$ cat src/rtl/fcb_pkg.sv
package fcb_pkg;

    localparam int NUM_FLAGS = 6;
    localparam int SEG_W     = 3;
    localparam int DUR_W     = 4;

    // interval lengths in timebase ticks (about 83 ms each)
    localparam int TK_1  = 1;
    localparam int TK_2  = 2;
    localparam int TK_3  = 3;
    localparam int TK_4  = 4;
    localparam int TK_8  = 8;
    localparam int TK_13 = 13;

    // code value = flag index + 1; lower value wins
    typedef enum logic [2:0] {
        CODE_IDLE     = 3'd0,
        CODE_LOCK     = 3'd1,
        CODE_OVERCUR  = 3'd2,
        CODE_THERMAL  = 3'd3,
        CODE_SYSFAIL  = 3'd4,
        CODE_OVERVOLT = 3'd5,
        CODE_LOWDEM   = 3'd6
    } code_e;

    typedef struct packed {
        logic             low;
        logic [DUR_W-1:0] dur;
        logic             last;
    } seg_t;

    typedef struct packed {
        code_e            code;
        logic [SEG_W-1:0] seg;
        logic [DUR_W-1:0] cnt;
    } seq_state_t;

    function automatic seg_t mk_seg(logic low, int dur, logic last);
        seg_t r;
        r.low  = low;
        r.dur  = DUR_W'(dur);
        r.last = last;
        return r;
    endfunction

    function automatic seg_t seg_lookup(code_e c, logic [SEG_W-1:0] s);
        seg_t r;
        r = mk_seg(1'b0, TK_1, 1'b1);
        unique case (c)
            CODE_LOCK: r = mk_seg(1'b1, TK_1, 1'b1);
            CODE_OVERCUR: begin
                case (s)
                    3'd0:    r = mk_seg(1'b0, TK_8, 1'b0);
                    3'd1:    r = mk_seg(1'b1, TK_8, 1'b1);
                    default: r = mk_seg(1'b0, TK_1, 1'b1);
                endcase
            end
            CODE_THERMAL: begin
                case (s)
                    3'd0:    r = mk_seg(1'b1, TK_8, 1'b0);
                    3'd1:    r = mk_seg(1'b0, TK_2, 1'b0);
                    3'd2:    r = mk_seg(1'b1, TK_1, 1'b0);
                    3'd3:    r = mk_seg(1'b0, TK_2, 1'b0);
                    3'd4:    r = mk_seg(1'b1, TK_1, 1'b0);
                    3'd5:    r = mk_seg(1'b0, TK_2, 1'b1);
                    default: r = mk_seg(1'b0, TK_1, 1'b1);
                endcase
            end
            CODE_SYSFAIL: begin
                case (s)
                    3'd0:    r = mk_seg(1'b1, TK_1, 1'b0);
                    3'd1:    r = mk_seg(1'b0, TK_1, 1'b0);
                    3'd2:    r = mk_seg(1'b1, TK_1, 1'b0);
                    3'd3:    r = mk_seg(1'b0, TK_13, 1'b1);
                    default: r = mk_seg(1'b0, TK_1, 1'b1);
                endcase
            end
            CODE_OVERVOLT: begin
                case (s)
                    3'd0:    r = mk_seg(1'b0, TK_2, 1'b0);
                    3'd1:    r = mk_seg(1'b1, TK_2, 1'b1);
                    default: r = mk_seg(1'b0, TK_1, 1'b1);
                endcase
            end
            CODE_LOWDEM: begin
                case (s)
                    3'd0:    r = mk_seg(1'b0, TK_3, 1'b0);
                    3'd1:    r = mk_seg(1'b1, TK_1, 1'b0);
                    3'd2:    r = mk_seg(1'b0, TK_4, 1'b0);
                    3'd3:    r = mk_seg(1'b1, TK_8, 1'b1);
                    default: r = mk_seg(1'b0, TK_1, 1'b1);
                endcase
            end
            default: r = mk_seg(1'b0, TK_1, 1'b1);
        endcase
        return r;
    endfunction

endpackage

$ cat src/rtl/fcb_prio_sel.sv
module fcb_prio_sel
    import fcb_pkg::*;
#(
    parameter int N = NUM_FLAGS
) (
    input  logic [N-1:0] flags_i,
    output code_e        sel_o
);
    // index 0 is the most important flag; scan from the bottom up so it wins
    always_comb begin
        sel_o = CODE_IDLE;
        for (int i = N - 1; i >= 0; i--) begin
            if (flags_i[i]) begin
                sel_o = code_e'(3'(i + 1));
            end
        end
    end
endmodule

$ cat src/rtl/fcb_pattern_rom.sv
module fcb_pattern_rom
    import fcb_pkg::*;
(
    input  code_e            code_i,
    input  logic [SEG_W-1:0] seg_i,
    output logic             low_o,
    output logic [DUR_W-1:0] dur_o,
    output logic             last_o
);
    seg_t entry;

    always_comb begin
        entry  = seg_lookup(code_i, seg_i);
        low_o  = entry.low;
        dur_o  = entry.dur;
        last_o = entry.last;
    end
endmodule

$ cat src/rtl/fcb_seq_core.sv
module fcb_seq_core
    import fcb_pkg::*;
(
    input  logic             clk_i,
    input  logic             rst_ni,
    input  logic             tick_i,
    input  code_e            sel_code_i,
    output code_e            cur_code_o,
    output logic [SEG_W-1:0] cur_seg_o,
    input  logic [DUR_W-1:0] cur_dur_i,
    input  logic             cur_last_i,
    output code_e            nxt_code_o,
    output logic [SEG_W-1:0] nxt_seg_o,
    input  logic             nxt_low_i,
    output logic             pin_low_o
);
    seq_state_t st_d, st_q;
    logic       low_d, low_q;
    logic [DUR_W:0] cnt_inc;

    always_comb begin
        st_d    = st_q;
        cnt_inc = {1'b0, st_q.cnt} + (DUR_W+1)'(1);
        if (sel_code_i != st_q.code) begin
            st_d.code = sel_code_i;
            st_d.seg  = '0;
            st_d.cnt  = '0;
        end else if (tick_i) begin
            if (cnt_inc >= {1'b0, cur_dur_i}) begin
                st_d.cnt = '0;
                st_d.seg = cur_last_i ? '0 : st_q.seg + SEG_W'(1);
            end else begin
                st_d.cnt = cnt_inc[DUR_W-1:0];
            end
        end
        low_d = nxt_low_i;
    end

    always_ff @(posedge clk_i or negedge rst_ni) begin
        if (!rst_ni) begin
            st_q  <= '{code: CODE_IDLE, seg: '0, cnt: '0};
            low_q <= 1'b0;
        end else begin
            st_q  <= st_d;
            low_q <= low_d;
        end
    end

    assign cur_code_o = st_q.code;
    assign cur_seg_o  = st_q.seg;
    assign nxt_code_o = st_d.code;
    assign nxt_seg_o  = st_d.seg;
    assign pin_low_o  = low_q;
endmodule

$ cat src/rtl/fault_code_blinker.sv
module fault_code_blinker
    import fcb_pkg::*;
(
    input  logic clk_i,
    input  logic rst_ni,
    input  logic tick_i,
    input  logic flt_lock_i,
    input  logic flt_overcur_i,
    input  logic flt_thermal_i,
    input  logic flt_sysfail_i,
    input  logic flt_overvolt_i,
    input  logic flt_lowdem_i,
    output logic pin_low_en_o
);
    logic [NUM_FLAGS-1:0] flags;
    code_e                sel_code;
    code_e                cur_code, nxt_code;
    logic [SEG_W-1:0]     cur_seg, nxt_seg;
    logic [DUR_W-1:0]     cur_dur, nxt_dur_unused;
    logic                 cur_last, cur_low_unused, nxt_low, nxt_last_unused;

    // bit position is priority rank (0 = highest)
    assign flags = {flt_lowdem_i, flt_overvolt_i, flt_sysfail_i,
                    flt_thermal_i, flt_overcur_i, flt_lock_i};

    fcb_prio_sel #(.N(NUM_FLAGS)) u_prio (
        .flags_i (flags),
        .sel_o   (sel_code)
    );

    // interval length / wrap of the segment now playing
    fcb_pattern_rom u_rom_cur (
        .code_i (cur_code),
        .seg_i  (cur_seg),
        .low_o  (cur_low_unused),
        .dur_o  (cur_dur),
        .last_o (cur_last)
    );

    // pin level of the segment entered at this edge
    fcb_pattern_rom u_rom_nxt (
        .code_i (nxt_code),
        .seg_i  (nxt_seg),
        .low_o  (nxt_low),
        .dur_o  (nxt_dur_unused),
        .last_o (nxt_last_unused)
    );

    fcb_seq_core u_seq (
        .clk_i      (clk_i),
        .rst_ni     (rst_ni),
        .tick_i     (tick_i),
        .sel_code_i (sel_code),
        .cur_code_o (cur_code),
        .cur_seg_o  (cur_seg),
        .cur_dur_i  (cur_dur),
        .cur_last_i (cur_last),
        .nxt_code_o (nxt_code),
        .nxt_seg_o  (nxt_seg),
        .nxt_low_i  (nxt_low),
        .pin_low_o  (pin_low_en_o)
    );
endmodule

$ cat config.mk
export PLATFORM = sky130hd
export DESIGN_NAME = fault_code_blinker
export DESIGN_NICKNAME = d
export VERILOG_FILES = /design/src/rtl/fcb_pkg.sv /design/src/rtl/fcb_prio_sel.sv /design/src/rtl/fcb_pattern_rom.sv /design/src/rtl/fcb_seq_core.sv /design/src/rtl/fault_code_blinker.sv
export SDC_FILE = /design/constraint.sdc
export NUM_CORES = 1
export LEC_CHECK = 0
export CORE_UTILIZATION = 50
export CTS_BUF_LIST = sky130_fd_sc_hd__clkbuf_4 sky130_fd_sc_hd__clkbuf_8
export DETAILED_ROUTE_END_ITERATION = 8
export HOLD_SLACK_MARGIN = 0.06
export PLACE_DENSITY = 0.8
export SLEW_MARGIN = 5
export SYNTH_ARGS = -nofsm -noshare
export SYNTH_HDL_FRONTEND = slang
export SYNTH_SLANG_ARGS = --single-unit
export TNS_END_PERCENT = 30
$ cat constraint.sdc
create_clock -name clk_i -period 2.9 [get_ports clk_i]
set_input_delay 0.725 -clock clk_i [delete_from_list [all_inputs] [get_ports clk_i]]
set_output_delay 0.725 -clock clk_i [all_outputs]
set_load 0.01 [all_outputs]
* After elaboration in Yosys (flattened, before gate mapping)
Cells that the tools add are included.
** Word-level totals
- Flip-flop bits (word level) :: 11
- Bits in latches :: 0
- Memory bits (writable) :: 0
- Bits in read-only memories :: 0
- Bits of input ports :: 9
- Output and inout bits :: 1
- Logic and storage cells :: 63
- Memories kept :: 0
** Operators by class
- Add/sub/neg operators :: 2
- Multipliers :: 0
- Div/mod/pow operators :: 0
- $lt $le $gt $ge :: 1
- Equal/unequal tests :: 23
- Shift-type cells :: 0
- Mux-type cells :: 24
- Bitwise logic cells :: 0
- Reductions and logical operators :: 9
** Operators with widths (number)
- $pmux W6 S4 :: 2
- $pmux W5 S4 :: 2
- $pmux W6 S6 :: 1
- $eq A3 B3 Y1 const B :: 10
- $pmux W5 S6 :: 1
- $mux W3 :: 9
- $eq A3 B2 Y1 const B :: 8
- $pmux W6 S2 :: 2
- $pmux W6 S3 :: 1
- $pmux W5 S3 :: 1
- $mux W7 :: 2
- $eq A3 B1 Y1 const B :: 4
- $reduce_or A2 Y1 :: 6
- $pmux W5 S2 :: 1
- $logic_not A3 Y1 :: 2
- $pmux W3 S2 :: 1
- $add A4 B1 Y5 const B :: 1
- $ge A5 B4 Y1 :: 1
- $mux W4 :: 1
- $add A3 B1 Y3 const B :: 1
- $ne A3 B3 Y1 :: 1
- $reduce_bool A2 Y1 :: 1

* Depth between registers and ports, before layout
Gate-level depths: netlist of run 1.
- Depth after elaboration :: 12
- Gate-level depth with buffers :: 16
- Gate-level depth less buffers :: 15

* Modules after synthesis
A second synthesis of run 1 with hierarchy kept.
** Unflattened totals
- Cells, all modules :: 149
- Area, all modules :: 1295.0 µm²
** By module, submodules not included
- fcb_seq_core :: instances 1, cells an instance 67, area each 670.6 µm²
- fcb_pattern_rom :: instances 2, cells an instance 37, area each 287.8 µm²
- fcb_prio_sel :: instances 1, cells an instance 8, area each 48.8 µm²

* Worst setup path after synthesis of run 1
No wires, ideal clock.
- Path type :: register -> register
- Start :: register u_seq.st_q (netlist bit u_seq.cur_seg_o[0])
- End :: register u_seq.low_q (netlist: u_seq.pin_low_o)
- Data arrival time :: 2.766 ns
- Data required time :: 2.769 ns
- Path slack :: 0.003 ns
- Cell stages (with the launch flop) :: 16
- Path buffers :: 1
- Period minus slack after synthesis :: 2.897 ns
- Path through :: dfrtp_1 -> inv_1 -> ha_1 -> o21ai_0 -> o211ai_1 -> o21ai_0 -> and3_1 -> a21oi_1 -> ha_1 -> nor2b_1 -> o21ai_0 -> a31o_2 -> buf_6 -> mux2_2 -> a211oi_2 -> a211oi_1
** On the way
- Longest elaborated chain between the ends :: 12
- Elaborated cells between the ends (all ways) :: 36
- Classes of those cells :: 1 x add/sub; 1 x order compare; 10 x eq/ne; 16 x mux; 8 x reduce/logical
** Ends and longest elaborated chain
- start: declaration :: line fcb_seq_core.sv:17 : seq_state_t st_d, st_q;
- start signal: assignment :: line fcb_seq_core.sv:41 : st_q <= '{code: CODE_IDLE, seg: '0, cnt: '0};
- start signal: assignment :: line fcb_seq_core.sv:44 : st_q <= st_d;
- $eq A3 B3 Y1, or another cell as far along :: line fcb_pkg.sv:59 : case (s)
- $reduce_or A2 Y1 (no source line)
- $pmux W5 S4 or $pmux W5 S3 (tied branches) :: line fcb_pkg.sv:59, fcb_pkg.sv:70
- $pmux W5 S6 :: line fcb_pkg.sv:49 : unique case (c)
- $ge A5 B4 Y1 or $mux W3 (tied branches) :: line fcb_seq_core.sv:29, fcb_seq_core.sv:31
- $mux W3 :: line fcb_seq_core.sv:29 : if (cnt_inc >= {1'b0, cur_dur_i}) begin
- $mux W7 (*) :: line fcb_seq_core.sv:28 : end else if (tick_i) begin
- $mux W7 (*) :: line fcb_seq_core.sv:24 : if (sel_code_i != st_q.code) begin
- $eq A3 B3 Y1, or another cell as far along :: line fcb_pkg.sv:59
- $reduce_or A2 Y1 (no source line)
- $pmux W6 S4 or $pmux W6 S3 (tied branches) :: line fcb_pkg.sv:59, fcb_pkg.sv:70
- $pmux W6 S6 (*) :: line fcb_pkg.sv:49
- named net nxt_low :: line fault_code_blinker.sv:20 : logic cur_last, cur_low_unused, nxt_low, nxt_last_unused;
- end signal: assignment :: line fcb_seq_core.sv:45 : low_q <= low_d;
- end: declaration :: line fcb_seq_core.sv:18 : logic low_d, low_q;
Mark *: on every way through the listed nets, which the timed path passes. The rest lies on a longest branch. The select of a mux whose other input is x is not followed.
A chain may end at the register's enable or synchronous reset.

* Final worst setup path of run 1
- Start :: register u_seq.st_q (netlist bit u_seq.cur_seg_o[1])
- End :: register u_seq.low_q (netlist: u_seq.pin_low_o)
** On the way
- Longest elaborated chain between the ends :: 12
- Elaborated cells between the ends (all ways) :: 36
- Classes of those cells :: 1 x add/sub; 1 x order compare; 10 x eq/ne; 16 x mux; 8 x reduce/logical
** Ends and longest elaborated chain
- $eq A3 B3 Y1, or another cell as far along :: line fcb_pkg.sv:59
- $reduce_or A2 Y1 (no source line)
- $pmux W5 S4 or $pmux W5 S3 (tied branches) :: line fcb_pkg.sv:59, fcb_pkg.sv:70
- $pmux W5 S6 :: line fcb_pkg.sv:49
- $ge A5 B4 Y1 or $mux W3 (tied branches) :: line fcb_seq_core.sv:29, fcb_seq_core.sv:31
- $mux W3 (*) :: line fcb_seq_core.sv:29
- $mux W7 (*) :: line fcb_seq_core.sv:28
- $mux W7 (*) :: line fcb_seq_core.sv:24
- named net nxt_seg[2] :: line fault_code_blinker.sv:18 : logic [SEG_W-1:0] cur_seg, nxt_seg;
- $eq A3 B3 Y1, or another cell as far along :: line fcb_pkg.sv:59
- $reduce_or A2 Y1 (no source line)
- $pmux W6 S4 or $pmux W6 S3 (tied branches) :: line fcb_pkg.sv:59, fcb_pkg.sv:70
- $pmux W6 S6 (*) :: line fcb_pkg.sv:49
- named net nxt_low :: line fault_code_blinker.sv:20
Marked as above.

==> run_results.csv, run 1 <==
group,metric,value,unit
sta,finClkSkew,4.265,ps
floorplan,fp.dieArea,2491,µm²
cts,holdBufCountCts,0,
floorplan,die_x,49.91,µm
worst_setup_path,start_kind,"flop",
worst_setup_path,slowest_stage,"dfrtp_1",
cts,clock_sinks,11,
sta,fin_setup_tns,-82.57,ps
sta,fin_ws,-82.57,ps
yosys,yosys.area.top_type,"dfrtp_1",
yosys,yosysSeqAreaShare,23.99,%
cts,h-tree-depth,1,
drt,ant_nets,0,
drt,vias,1223,
final_layout,syn2layout_area_growth,35.44,%
worst_setup_path,worstSetupPathType,"reg -> reg",
final_layout,layout_common_cells,"21 x buf_4, 10 x dfrtp_1, 9 x clkdlybuf4s50_1",
cts,cts_tree,"done",
cts,numCtsBuffers,3,
yosys,synth.distinct_cells,46,
power,p_per_area,287.4,nW/µm²
floorplan,io_pins,10,
drt,firstDrtPassIters,4,
power,p_clk_share,24.0,%
worst_setup_path,max_stage_delay,410,ps
cts,clkLatencyLatePin,260,ps
yosys,ys_top_cells_by_area,"dfrtp_1 24%, ha_1 11%, a21oi_1 4.4%",
status,status,"finished with violations",
worst_setup_path,cp_common_cell,"nor2_1",
floorplan,die_h,49.91,µm
global_routing,grt_util_all_layers,25.31,%
floorplan,start_util,55.64,%
worst_setup_path,crit_arrival,3160,ps
power,p_sw_share,31.99,%
flow_run,drv_cap,0,
power,peakVddDrop,350.8,µV
drt,wirelength,3433,µm
power,combinationalPowerShare,37.8,%
global_routing,grt_pass1_wl,4836,µm
sta,max_slew.worst_pin.slew,535.4,ps
cts,cts_buffer_depth,2,
sta,relSlewSlack,64.09,%
sta,hold_viol,0,
power,p_leak,0.6630,nW
global_routing,grt-ovfl-total,0,
hold_path,holdPathStages,2,
sta,setup_viol,1,
yosys,synth_cells,133,
global_routing,grt_pass1_vias,1087,
final_layout,final_common_cell,"buf_4",
final_layout,nNetsFinal,185,
final_layout,drive_above_1_share,36.97,%
drt,drtIter0Drc,66,
drt,wire_per_inst,17.88,µm
floorplan,rows,16,
place,place_congestion,0.8685,
sta,fin_crit_sh,102.8,%
status,violations,"setup timing",
final_layout,diodes,0,
place,io_buffers,9,
place,post-place-ws,-125.4,ps
sta,fmax,0.3353,GHz
final_layout,stdcell_count,192,
worst_setup_path,reg2regPathDepth,16,
yosys,synth.cell_area,1147,µm²
cts,cts-root-buf,"clkbuf_4",
power,seqPwrFrac,38.1,%
power,intPower,303.7,µW
yosys,ys_ff_latch,11,
yosys,synth_fp_nets,152,
power,switchingPower,142.8,µW
sta,rsz0062_at_grt,"yes",
yosys,synth_top_area_share,23.99,%
place,dp.cells,178,
worst_setup_path,path_max_fanout,6,
worst_setup_path,critPathCaptureType,"flop",
drt,drc_errors,0,
sta,slew_viol_final,0,
yosys,ys_warn_count,0,
yosys,synth.avg_cell_area,8.627,µm²
yosys,async_flop_share,100.0,%
hold_path,hold_path_class,"reg -> reg",
final_layout,final_core_util,75.36,%
worst_setup_path,cp.required,3080,ps
floorplan,core_area,2062,µm²
place,hpwlAfterDp,2218,µm
worst_setup_path,path_cells,"ha_2 > ha_4 > nor2_4 > nor2_1 > nor2_1 > o31ai_2 > a21oi_2 > ha_1 > nor2b_1 > o21ai_2 > a31o_4 > buf_6 > nand3b_1 > o21a_1 > nor2_2 > a211oi_2",
global_routing,antenna_found_initial,0,
cts,clkSlewWorstSetupHoldPaths,60,ps
yosys,synth_edf_count,0,
yosys,ys.flop_type,"dfrtp_1",
global_routing,grt_max_degree,13,
sta,fin_crit,2983,ps
drt,viasPerCell,6.370,
-- power by group through the flow --
| stage | Combinational, mW | Clock, mW | Sequential [mW] |
|---|---|---|---|
| 5_1_grt | 0.181 | 0.120 | 0.172 |
| 4_1_cts | 0.142 | 0.111 | 0.170 |
| 3_5_place_dp | 0.135 | 0 | 0.172 |
| 6_report | 0.169 | 0.107 | 0.170 |
| 2_1_floorplan | 0.0912 | 0 | 0.168 |
| 3_3_place_gp | 0.130 | 0 | 0.172 |
-- final timing paths --
check                              startpoint                  to  slack, ps
setup / recovery           u_seq.cur_seg_o[1]     u_seq.pin_low_o        -80
hold / removal                  u_seq.st_q[1]       u_seq.st_q[1]        540
setup reg to reg           u_seq.cur_seg_o[1]     u_seq.pin_low_o        -80
hold reg to reg                 u_seq.st_q[1]       u_seq.st_q[1]        540
max in group asynchronous              rst_ni  u_seq.cur_seg_o[0]       1770
min in group asynchronous              rst_ni       u_seq.st_q[1]        780
-- metal layers --
metal | global-route usage [%] | share of wire, %
met1 | 33.90 | 42
met2 | 41.67 | 48
met3 | 1.235 | 6.6
met4 | 11.43 | 2.8
met5 | 0 | 0
-- cell families (layout without fill, tap and decap cells) --
kind of cell	count (synthesis)	after routing	share of synthesized area [%]
mux	3	3	2.944
flops	11	11	23.99
compound gates	43	43	26.83
xor+xnor	4	4	3.054
fa+ha+maj	10	10	10.91
buf+inv	14	46	6.434
simple gates	48	48	25.84
-- what timing repair did --
action	CTS	global route
pin swaps	4	14
setup buffers	4	6
gates resized for setup	7	24
setup endpoints to repair	1	3
gates cloned	0	0
-- final cells by class --
cell class	instances	area, µm²
Fill cell	132	508.0
Timing Repair Buffer	33	281.5
Multi-Input combinational cell	108	898.4
Tap cell	27	33.78
Inverter	9	33.78
Clock buffer	4	30.03
Sequential cell	11	276.5
-- critical path: cells and delay by family (launching register included) --
family,cells,cell delay [ps]
fa+ha+maj,3,730
flops,1,410
buf+inv,1,130
compound gates,6,1100
simple gates,6,520
-- cell usage after synthesis (3+ instances only) --
master	number
o211ai_1	3
xnor2_1	3
nor3_1	4
dfrtp_1	11
nand2_1	4
o21a_1	3
inv_1	9
ha_1	10
o21ai_0	8
and2_1	3
nand3_1	5
mux2_2	3
a21oi_1	10
nor2b_1	5
nor2_1	10
-- registers in the layout, summed over array words and instances, names as in the netlist --
| register | cells |
|---|---|
| u_seq.st_q | 4 |
| u_seq.cur_code_o | 3 |
| u_seq.cur_seg_o | 3 |
| u_seq.pin_low_o | 1 |
-- per-stage QoR --
| stage | hold slack [ps] | cell area (µm²) | power, mW |
|---|---|---|---|
| floorplan | 429.4 | 1147 | 0.2588 |
| global placement | 513.0 | 1336 | 0.3023 |
| detailed placement | 517.9 | 1336 | 0.3075 |
| CTS | 538.2 | 1413 | 0.4221 |
| global route | 623.0 | 1554 | 0.4733 |
| finish | 543.6 | 1554 | 0.4466 |
Note: power is estimated with default switching activity, not from simulation.
==> run 2, diff against run 1 <==
- SLEW_MARGIN: 5 -> 40
==> results of run 2 <==
No change in the layout: final DEF, timing and power equal those of run 1.
